==> src/rtl/spi_burst_master.sv <==
module spi_burst_master #(
  parameter int DIVW = 16
) (
  input  logic        clk,
  input  logic        rst_n,
  input  logic [5:0]  bus_addr,
  input  logic        bus_we,
  input  logic [31:0] bus_wdata,
  output logic [31:0] bus_rdata,
  output logic        irq,
  output logic        sclk,
  output logic        mosi,
  input  logic        miso,
  output logic [1:0]  ss_o
);
  localparam logic [31:0] WMASK = 32'h0012_FFFE;

  typedef enum logic [1:0] {IDLE, SHIFT, GAP} st_t;
  st_t st;

  logic [31:0]       ctrl;
  logic [DIVW-1:0]   div, dcnt;
  logic [3:0]        ssr;
  logic [1:0][31:0]  data;
  logic [31:0]       rsh, rsh_n;
  logic [6:0]        hcnt;
  logic [5:0]        gcnt;
  logic              done, wsel, ph;

  function automatic logic [31:0] bswap(input logic [31:0] v, input logic [5:0] n);
    case (n)
      6'd16:   return {16'b0, v[7:0], v[15:8]};
      6'd24:   return {8'b0, v[7:0], v[15:8], v[23:16]};
      6'd32:   return {v[7:0], v[15:8], v[23:16], v[31:24]};
      default: return v;
    endcase
  endfunction

  wire        busy    = st != IDLE;
  wire        tick    = busy && dcnt == div;
  wire [3:0]  wa      = bus_addr[5:2];
  wire        wr      = bus_we && !busy && bus_addr[1:0] == 2'b00;
  wire [5:0]  nbits   = ctrl[7:3] == 5'd0 ? 6'd32 : {1'b0, ctrl[7:3]};
  wire [4:0]  nm1     = 5'(nbits - 6'd1);
  wire        tx_lead = ctrl[2] == ctrl[11];
  wire        rx_lead = ctrl[1] == ctrl[11];
  wire        lead    = ~hcnt[0];
  wire        last    = hcnt == 7'({nbits, 1'b0} - 7'd1);
  wire [4:0]  tidx    = !tx_lead ? hcnt[5:1] :
                        (hcnt == 7'd0 ? 5'd0 : 5'((hcnt - 7'd1) >> 1));
  wire [4:0]  tpos    = ctrl[10] ? tidx : nm1 - tidx;
  wire [4:0]  rpos    = ctrl[10] ? hcnt[5:1] : nm1 - hcnt[5:1];
  wire [31:0] txw     = ctrl[20] ? bswap(data[wsel], nbits) : data[wsel];
  wire [31:0] rxw     = ctrl[20] ? bswap(rsh_n, nbits) : rsh_n;
  wire [5:0]  gap_end = {1'b0, ctrl[15:12], 1'b0} + 6'd3;
  wire [1:0]  ss_act  = ssr[1:0] & {2{~ssr[3] | busy}};

  always_comb begin
    rsh_n = rsh;
    if (st == SHIFT && tick && lead == rx_lead) rsh_n[rpos] = miso;
  end

  assign sclk = ph ^ ctrl[11];
  assign mosi = busy & txw[tpos];
  assign irq  = done & ctrl[17];
  assign ss_o = ssr[2] ? ss_act : ~ss_act;

  always_comb begin
    bus_rdata = '0;
    if (bus_addr[1:0] == 2'b00)
      case (wa)
        4'h0:       bus_rdata = ctrl | {15'b0, done, 15'b0, busy};
        4'h1:       bus_rdata = 32'(div);
        4'h2:       bus_rdata = {28'b0, ssr};
        4'h4, 4'h8: bus_rdata = data[0];
        4'h5, 4'h9: bus_rdata = data[1];
        default:    bus_rdata = '0;
      endcase
  end

  always_ff @(posedge clk or negedge rst_n) begin
    if (!rst_n) begin
      st <= IDLE; ctrl <= '0; div <= '0; dcnt <= '0; ssr <= '0; data <= '0;
      rsh <= '0; hcnt <= '0; gcnt <= '0; done <= 1'b0; wsel <= 1'b0; ph <= 1'b0;
    end else begin
      if (wr)
        case (wa)
          4'h0: begin
            ctrl <= bus_wdata & WMASK;
            if (bus_wdata[16]) done <= 1'b0;
            if (bus_wdata[0]) begin
              st <= SHIFT; wsel <= 1'b0; hcnt <= '0; dcnt <= '0; rsh <= '0; ph <= 1'b0;
            end
          end
          4'h1:       div <= bus_wdata[DIVW-1:0];
          4'h2:       ssr <= bus_wdata[3:0];
          4'h4, 4'h8: data[0] <= bus_wdata;
          4'h5, 4'h9: data[1] <= bus_wdata;
          default: ;
        endcase
      if (busy) begin
        dcnt <= tick ? '0 : DIVW'(dcnt + 1'b1);
        if (tick)
          case (st)
            SHIFT: begin
              ph   <= ~ph;
              rsh  <= rsh_n;
              hcnt <= hcnt + 7'd1;
              if (last) begin
                data[wsel] <= rxw;
                hcnt <= '0;
                rsh  <= '0;
                if (!wsel && ctrl[9:8] == 2'b01) begin
                  st <= GAP; gcnt <= '0; wsel <= 1'b1;
                end else begin
                  st <= IDLE; done <= 1'b1;
                end
              end
            end
            GAP: begin
              gcnt <= gcnt + 6'd1;
              if (gcnt == gap_end) st <= SHIFT;
            end
            default: ;
          endcase
      end
    end
  end
endmodule


==> config.mk <==
export PLATFORM = sky130hd
export DESIGN_NAME = spi_burst_master
export DESIGN_NICKNAME = d
export VERILOG_FILES = /design/src/rtl/spi_burst_master.sv
export SDC_FILE = /design/constraint.sdc
export NUM_CORES = 1
export LEC_CHECK = 0
export BUFFER_PORTS_ARGS = -buffer_cell sky130_fd_sc_hd__buf_2
export CORE_MARGIN = 4
export CORE_UTILIZATION = 37
export CTS_CLUSTER_DIAMETER = 40
export DETAILED_ROUTE_END_ITERATION = 7
export GPL_TIMING_DRIVEN = 0
export PLACE_DENSITY = 0.55
export SYNTH_ARGS = -nofsm -noshare
export SYNTH_HDL_FRONTEND = slang
export SYNTH_SLANG_ARGS = --single-unit
==> constraint.sdc <==
create_clock -name clk -period 5.3 [get_ports clk]
set_clock_uncertainty 0.15 [all_clocks]
set_input_delay 0.53 -clock clk [delete_from_list [all_inputs] [get_ports clk]]
set_output_delay 0.53 -clock clk [all_outputs]
set_load 0.01 [all_outputs]
Word level (Yosys, flattened, before mapping)

Index checks and enable logic that the tools add are counted.
W data, S select, Z words.

Input port bits: 42
Output and inout bits: 37
Bits in registers: 167

Bitwise logic cells: 10
Magnitude comparators: 5
Equality and inequality tests: 20
Add/subtract/negate cells: 9
Reduce and logical (&&, ||, !) cells: 26
Mux-type cells: 83

Operator list:

| kind                    | number |
|---|---|
| $mux W32                | 16 |
| $mux W64                | 5 |
| $pmux W32 S3            | 2 |
| $pmux W32 S5            | 1 |
| $mux W16                | 5 |
| $bwmux W64              | 1 |
| $mux W7                 | 7 |
| $bwmux W32              | 1 |
| $demux W32 S1           | 1 |
| $mux W1                 | 24 |
| $or A21 B17 Y21         | 1 |
| $mux W5                 | 4 |
| $mux W2                 | 9 |
| $mux W6                 | 3 |
| $add A16 B1 Y16 const B | 1 |
| $eq A16 B16 Y1          | 1 |
| $eq A6 B5 Y1 const B    | 2 |
| $lt A5 B6 Y1 const B    | 2 |
| $pmux W6 S2             | 1 |
| $reduce_bool A2 Y1      | 5 |
| $sub A5 B5 Y5           | 2 |
| $eq A4 B3 Y1 const B    | 2 |
| $eq A4 B4 Y1 const B    | 2 |
| $logic_and A1 B1 Y1     | 8 |
| other kinds (37)        | 47 |

Depth between registers and ports, before layout

Depth after elaboration: 18
Gate-level depth with buffers: 21

Least setup slack after synthesis

No wires, ideal clock.

Path kind: reg2out
Start point: reg ctrl[3]
End point: out mosi
Stages on the path, launching flop included: 21
Data arrival time: 4.229 ns
Buffers on the path: 4
Path slack: 0.391 ns
Data required time: 4.620 ns
Cell sequence: dfrtp_1 > inv_1 > ha_1 > nor3b_4 > and2_1 > clkbuf_1 > clkbuf_1 > nor2_1 > ha_1 > inv_1 > fa_1 > nand2b_1 > o311a_1 > and2_1 > buf_2 > buf_2 > mux2i_1 > mux4_2 > a22oi_1 > o211ai_1 > a32oi_1

Word-level cells in the longest chain between the ends: 8

RTL lines:

| item                                                 | line   | RTL |
|---|---|---|
| start: declaration                                   | 21     | `logic [31:0] ctrl;` |
| start signal: assignment                             | 89     | `ctrl <= bus_wdata & WMASK;` |
| $logic_not A5 Y1                                     | 43     | `wire [5:0] nbits = ctrl[7:3] == 5'd0 ? 6'd32 : {1'b0, ctrl[7:3]};` |
| $mux W6 *                                            | 43     |  |
| $sub A5 B1 Y5 (tied with other cells)                | 44     | `wire [4:0] nm1 = 5'(nbits - 6'd1);` |
| $sub A5 B5 Y5 / $pmux W32 S3 (equally long branches) | 51, 31 |  |
| $mux W5 / $mux W32 (equally long branches)           | 51, 53 |  |
| $bmux W1 S5 *                                        | 64     | `assign mosi = busy & txw[tpos];` |
| $mux W1 (not written as such) *                      | 64     |  |
| $and A1 B1 Y1 *                                      | 64     |  |
| end: declaration                                     | 12     | `output logic mosi,` |

Mark *: on every way between the ends. The rest lies on a longest branch, timed or not. The select of a mux whose other input is x is not followed.

Worst setup path in the final report

Start point: reg ctrl[4]
End point: out mosi

The elaborated chain is that of the path after synthesis.

==> metrics.md <==
| Metric | Value |
|---|---|
| CTS tree | `done` |
| H-Tree Depth | `4` |
| Total Wirelength | `approximately 58 mm` |
| Die footprint | `39,000 µm²` |
| Worst vdd ir | `approximately 230 µV` |
| Reg2Reg Setup Slack | `0.01 ns` |
| Simple-gate share of the synthesized area | `0.175` |
| Most frequent cells after synthesis | `dfrtp_1 (167), nand2_1 (146), nor2_1 (132), o21ai_0 (110), clkbuf_1 (98)` |
| NetSw | `0.000723 W` |
| MaxCap Viol Count | `0` |
| RSZ-0062 raised after global routing | `yes` |
| Clock-pin slew of the registers on the worst-case setup and hold paths | `~0.070 ns` |
| Synth Area in Compound Gates | `0.253` |
| GRT Resource Usage Total | `0.292` |
| Synthesized area per cell | `8.69 µm²` |
| Yosys warns | `0` |
| Gate power share | `0.054` |
| Core ar. | `35,500 µm²` |
| Reg-to-reg critical path startpoint | `ctrl[4]` |
| Max Transition Viols Final | `0` |
| DR iter-0 viols | `1,495` |
| Port bufs | `78` |
| Hold EP | `ctrl[4]` |
| Buffer depth of the longest clock path | `2` |
| Sink Count | `167` |
| Worst setup SP type | `flop` |
| Hold Crit Start | `bus_wdata[4]` |
| FF+latch count, synth | `between 150 and 200` |
| CP max stage delay | `0.52 ns` |
| Via density | `between 6 and 7` |
| Area Growth Syn to Fin | `16.1%` |
| Top post-synthesis cells by area | `dfrtp_1 (31%), mux2_2 (7.2%), mux2i_1 (6.2%)` |
| Antenna-violating nets left | `0` |
| Flop pwr share | `0.478` |
| Status | `complete, but fails checks` |
| Worst EP arrival | `approximately 4.7 ns` |
| Reg2reg end | `data[22]` |
| Via count of the first global-routing pass | `about 13,000` |
| NumNets Final | `1,710` |
| Post-route clock period utilization | `1.01` |
| Dpl hpwl | `44.6 mm` |
| Pwr Density | `approximately 180 nW/µm²` |
| Die width | `197 µm` |
| Die height | `197 µm` |
| Final hold viol count | `0` |
| Initial Util | `0.374` |
| Failing checks | `negative setup slack` |
| CP required | `around 4.6 ns` |
| # rows | `69` |
| Relative slew slack | `0.102` |
| Fin worst setup slack | `-0.0306 ns` |
| Later-pin clock latency in the skew report | `about 0.46 ns` |
| Crit. End Element | `output pin` |
| Total internal power | `approximately 0.0020 W` |
| Mapped Nets | `1,590` |
| Slew @ Worst Pin | `1.34 ns` |
| Global-route wire length before repair | `approximately 86 mm` |
| Top Ports | `79` |
| Crit path kind | `flop to output pin` |
| Placer's final routability congestion estimate | `1.01` |
| Crit path max fanout | `7` |
| Leak Pwr | `6.45 nW` |
| Predominant post-synthesis flop cell | `dfrtp_1` |
| First drt pass iteration count | `8` |
| Worst Hold Class | `primary input to flop` |
| Placed cells | `2,069` |
| Synth area leader | `dfrtp_1` |
| Crit-path slowest cell | `fa_2` |
| Final non-filler cell total | `approximately 2,100` |
| TritonCTS Buffers | `17` |
| Synth cell types | `86` |
| DR DRC count | `0` |
| Count leader, synth | `dfrtp_1` |
| Layout cell share with drive strength beyond 1 | `0.215` |
| Ant diodes | `0` |
| EDFF count, synth | `0` |
| Reg2reg path depth | `16` |
| Post-synth top area share | `0.315` |
| Asr flop ratio synth | `1.00` |
| Routed len/inst | `about 27 µm` |
| Post-synthesis adder-cell area fraction | `0.0190` |
| Via count | `13,600` |
| Part of the power in the clock network | `0.468` |
| Cell chain of the critical path | `inv_2, ha_4, nor3b_4, buf_6, and2_4, clkbuf_16, nor2_4, ha_4, inv_2, fa_2, nand2b_1, o311a_1, and2_4, buf_8, buf_8, mux2i_1, mux4_2, a22oi_2, o211ai_1, a32oi_2, buf_2` |
| Largest net degree at the start of global routing | `between 80 and 90` |
| Mux contribution to synthesized area | `0.160` |
| Net Sw Frac | `0.267` |
| Post-layout minimum cycle time | `5.33 ns` |
| Synth Area in XOR/XNOR | `0.0293` |
| Root buf cell | `clkbuf_16` |
| Sequential cell area | `4180 µm²` |
| Fillcell total | `3,523` |
| Initial antenna violation count | `1` |
| Max frequency | `0.188 GHz` |
| Cells after Synth | `1,529` |
| Post-Route Utilization | `0.435` |
| Worst hold stages | `3` |
| GRT overflow | `0` |
| Combinational family with the most area after synthesis | `compound AO/OA/AOI/OAI gates` |
| Multi-input combinational cell area | `8770 µm²` |
| Seq/Total Area, Yosys | `0.315` |
| Netlist Area Pre-Place | `about 13,000 µm²` |
| Number of setup violations in the final report | `1` |
[kinds of logic after synthesis]
group                    after synthesis
multiplexers                         184
flip-flops                           167
AND/OR/NAND/NOR                      488
buffers and inverters                160
XOR/XNOR                              42
AO/OA/AOI/OAI                        469
adder cells (fa/ha/maj)               19
[cell usage in the layout, fill, tap and decap left out, types with 34 or more instances in the layout]
cell / count
dfrtp_1: 164
a211oi_1: 38
and3_1: 47
nand2_1: 144
inv_1: 34
clkbuf_1: 93
o21ai_0: 110
buf_2: 85
nand3_1: 37
a21oi_1: 68
mux2_2: 85
nor3_1: 43
mux2i_1: 82
a22oi_1: 41
nor2_1: 131
[critical path, delay by kind of cell, from the launching register on]
family	cells	cell delay, ns
compound gates	4	0.80
mux	2	0.61
fa+ha+maj	3	0.84
flops	1	0.40
buf+inv	7	0.85
simple gates	5	0.68
[per-layer routing]
metal  vias up  routed length [µm]  track usage
met1      6716               24900        0.413
li1       5983                   -            -
met3       117                5820       0.0793
met5         -                   0            0
met2       735               24800        0.432
met4         0                2240        0.100
[power groups by stage]
stage               logic [W]  clock network (W)  registers, W
floorplan           0.0000496                  0       0.00131
global placement     0.000140                  0       0.00132
detailed placement   0.000144                  0       0.00132
CTS                  0.000145            0.00129       0.00129
global route         0.000157            0.00133       0.00129
finish               0.000147            0.00127       0.00129
[how the worst max path moves through the flow]
stage,from,endpoint,slack (ns),depth (start not counted)
CTS,ctrl[4],mosi,-0.12,20
finish,ctrl[4],mosi,-0.03,21
floorplan,ctrl[3],mosi,0.39,20
global route,ctrl[4],mosi,-0.05,21
global placement,ctrl[3],mosi,-1.47,20
detailed placement,ctrl[3],mosi,-1.48,20
[cell type report]
cell class | count | share of cell area
multi-input combinational | 1202 | 0.568
sequential | 167 | 0.271
timing repair buffer | 105 | 0.0408
tap | 461 | 0.0374
buffer | 116 | 0.0358
clock buffer | 20 | 0.0289
inverter | 40 | 0.0101
clock inverter | 12 | 0.00770
[registers in the layout, indices dropped and copies added, names as in the netlist]
| name | cells |
|---|---|
| st | 2 |
| hcnt | 7 |
| gcnt | 6 |
| data | 64 |
| dcnt | 16 |
| ph | 1 |
| ctrl | 17 |
| ssr | 4 |
| wsel | 1 |
| div | 16 |
| done | 1 |
| rsh | 32 |
[timing repair]
action,CTS,global route
setup buffers,11,14
endpoints found under the setup margin,109,75
hold endpoints to repair,81,0
pin swaps,6,11
resized for setup,49,41
hold buffers,1,0
[per-stage QoR]
stage          setup WS [ns]  TNS [ns]  total power (W)  cell area [µm²]  hold WS [ns]
2_1_floorplan          0.391         0          0.00136            13300        0.0844
3_3_place_gp           -1.47    -94.69          0.00146            14300         0.339
3_5_place_dp           -1.48    -93.03          0.00146            14300         0.349
4_1_cts               -0.118    -0.118          0.00272            15100         0.196
5_1_grt              -0.0532    -0.139          0.00278            15400         0.213
6_report             -0.0306   -0.0306          0.00271            15400         0.220
No activity file was read; power rests on OpenSTA's default activity.
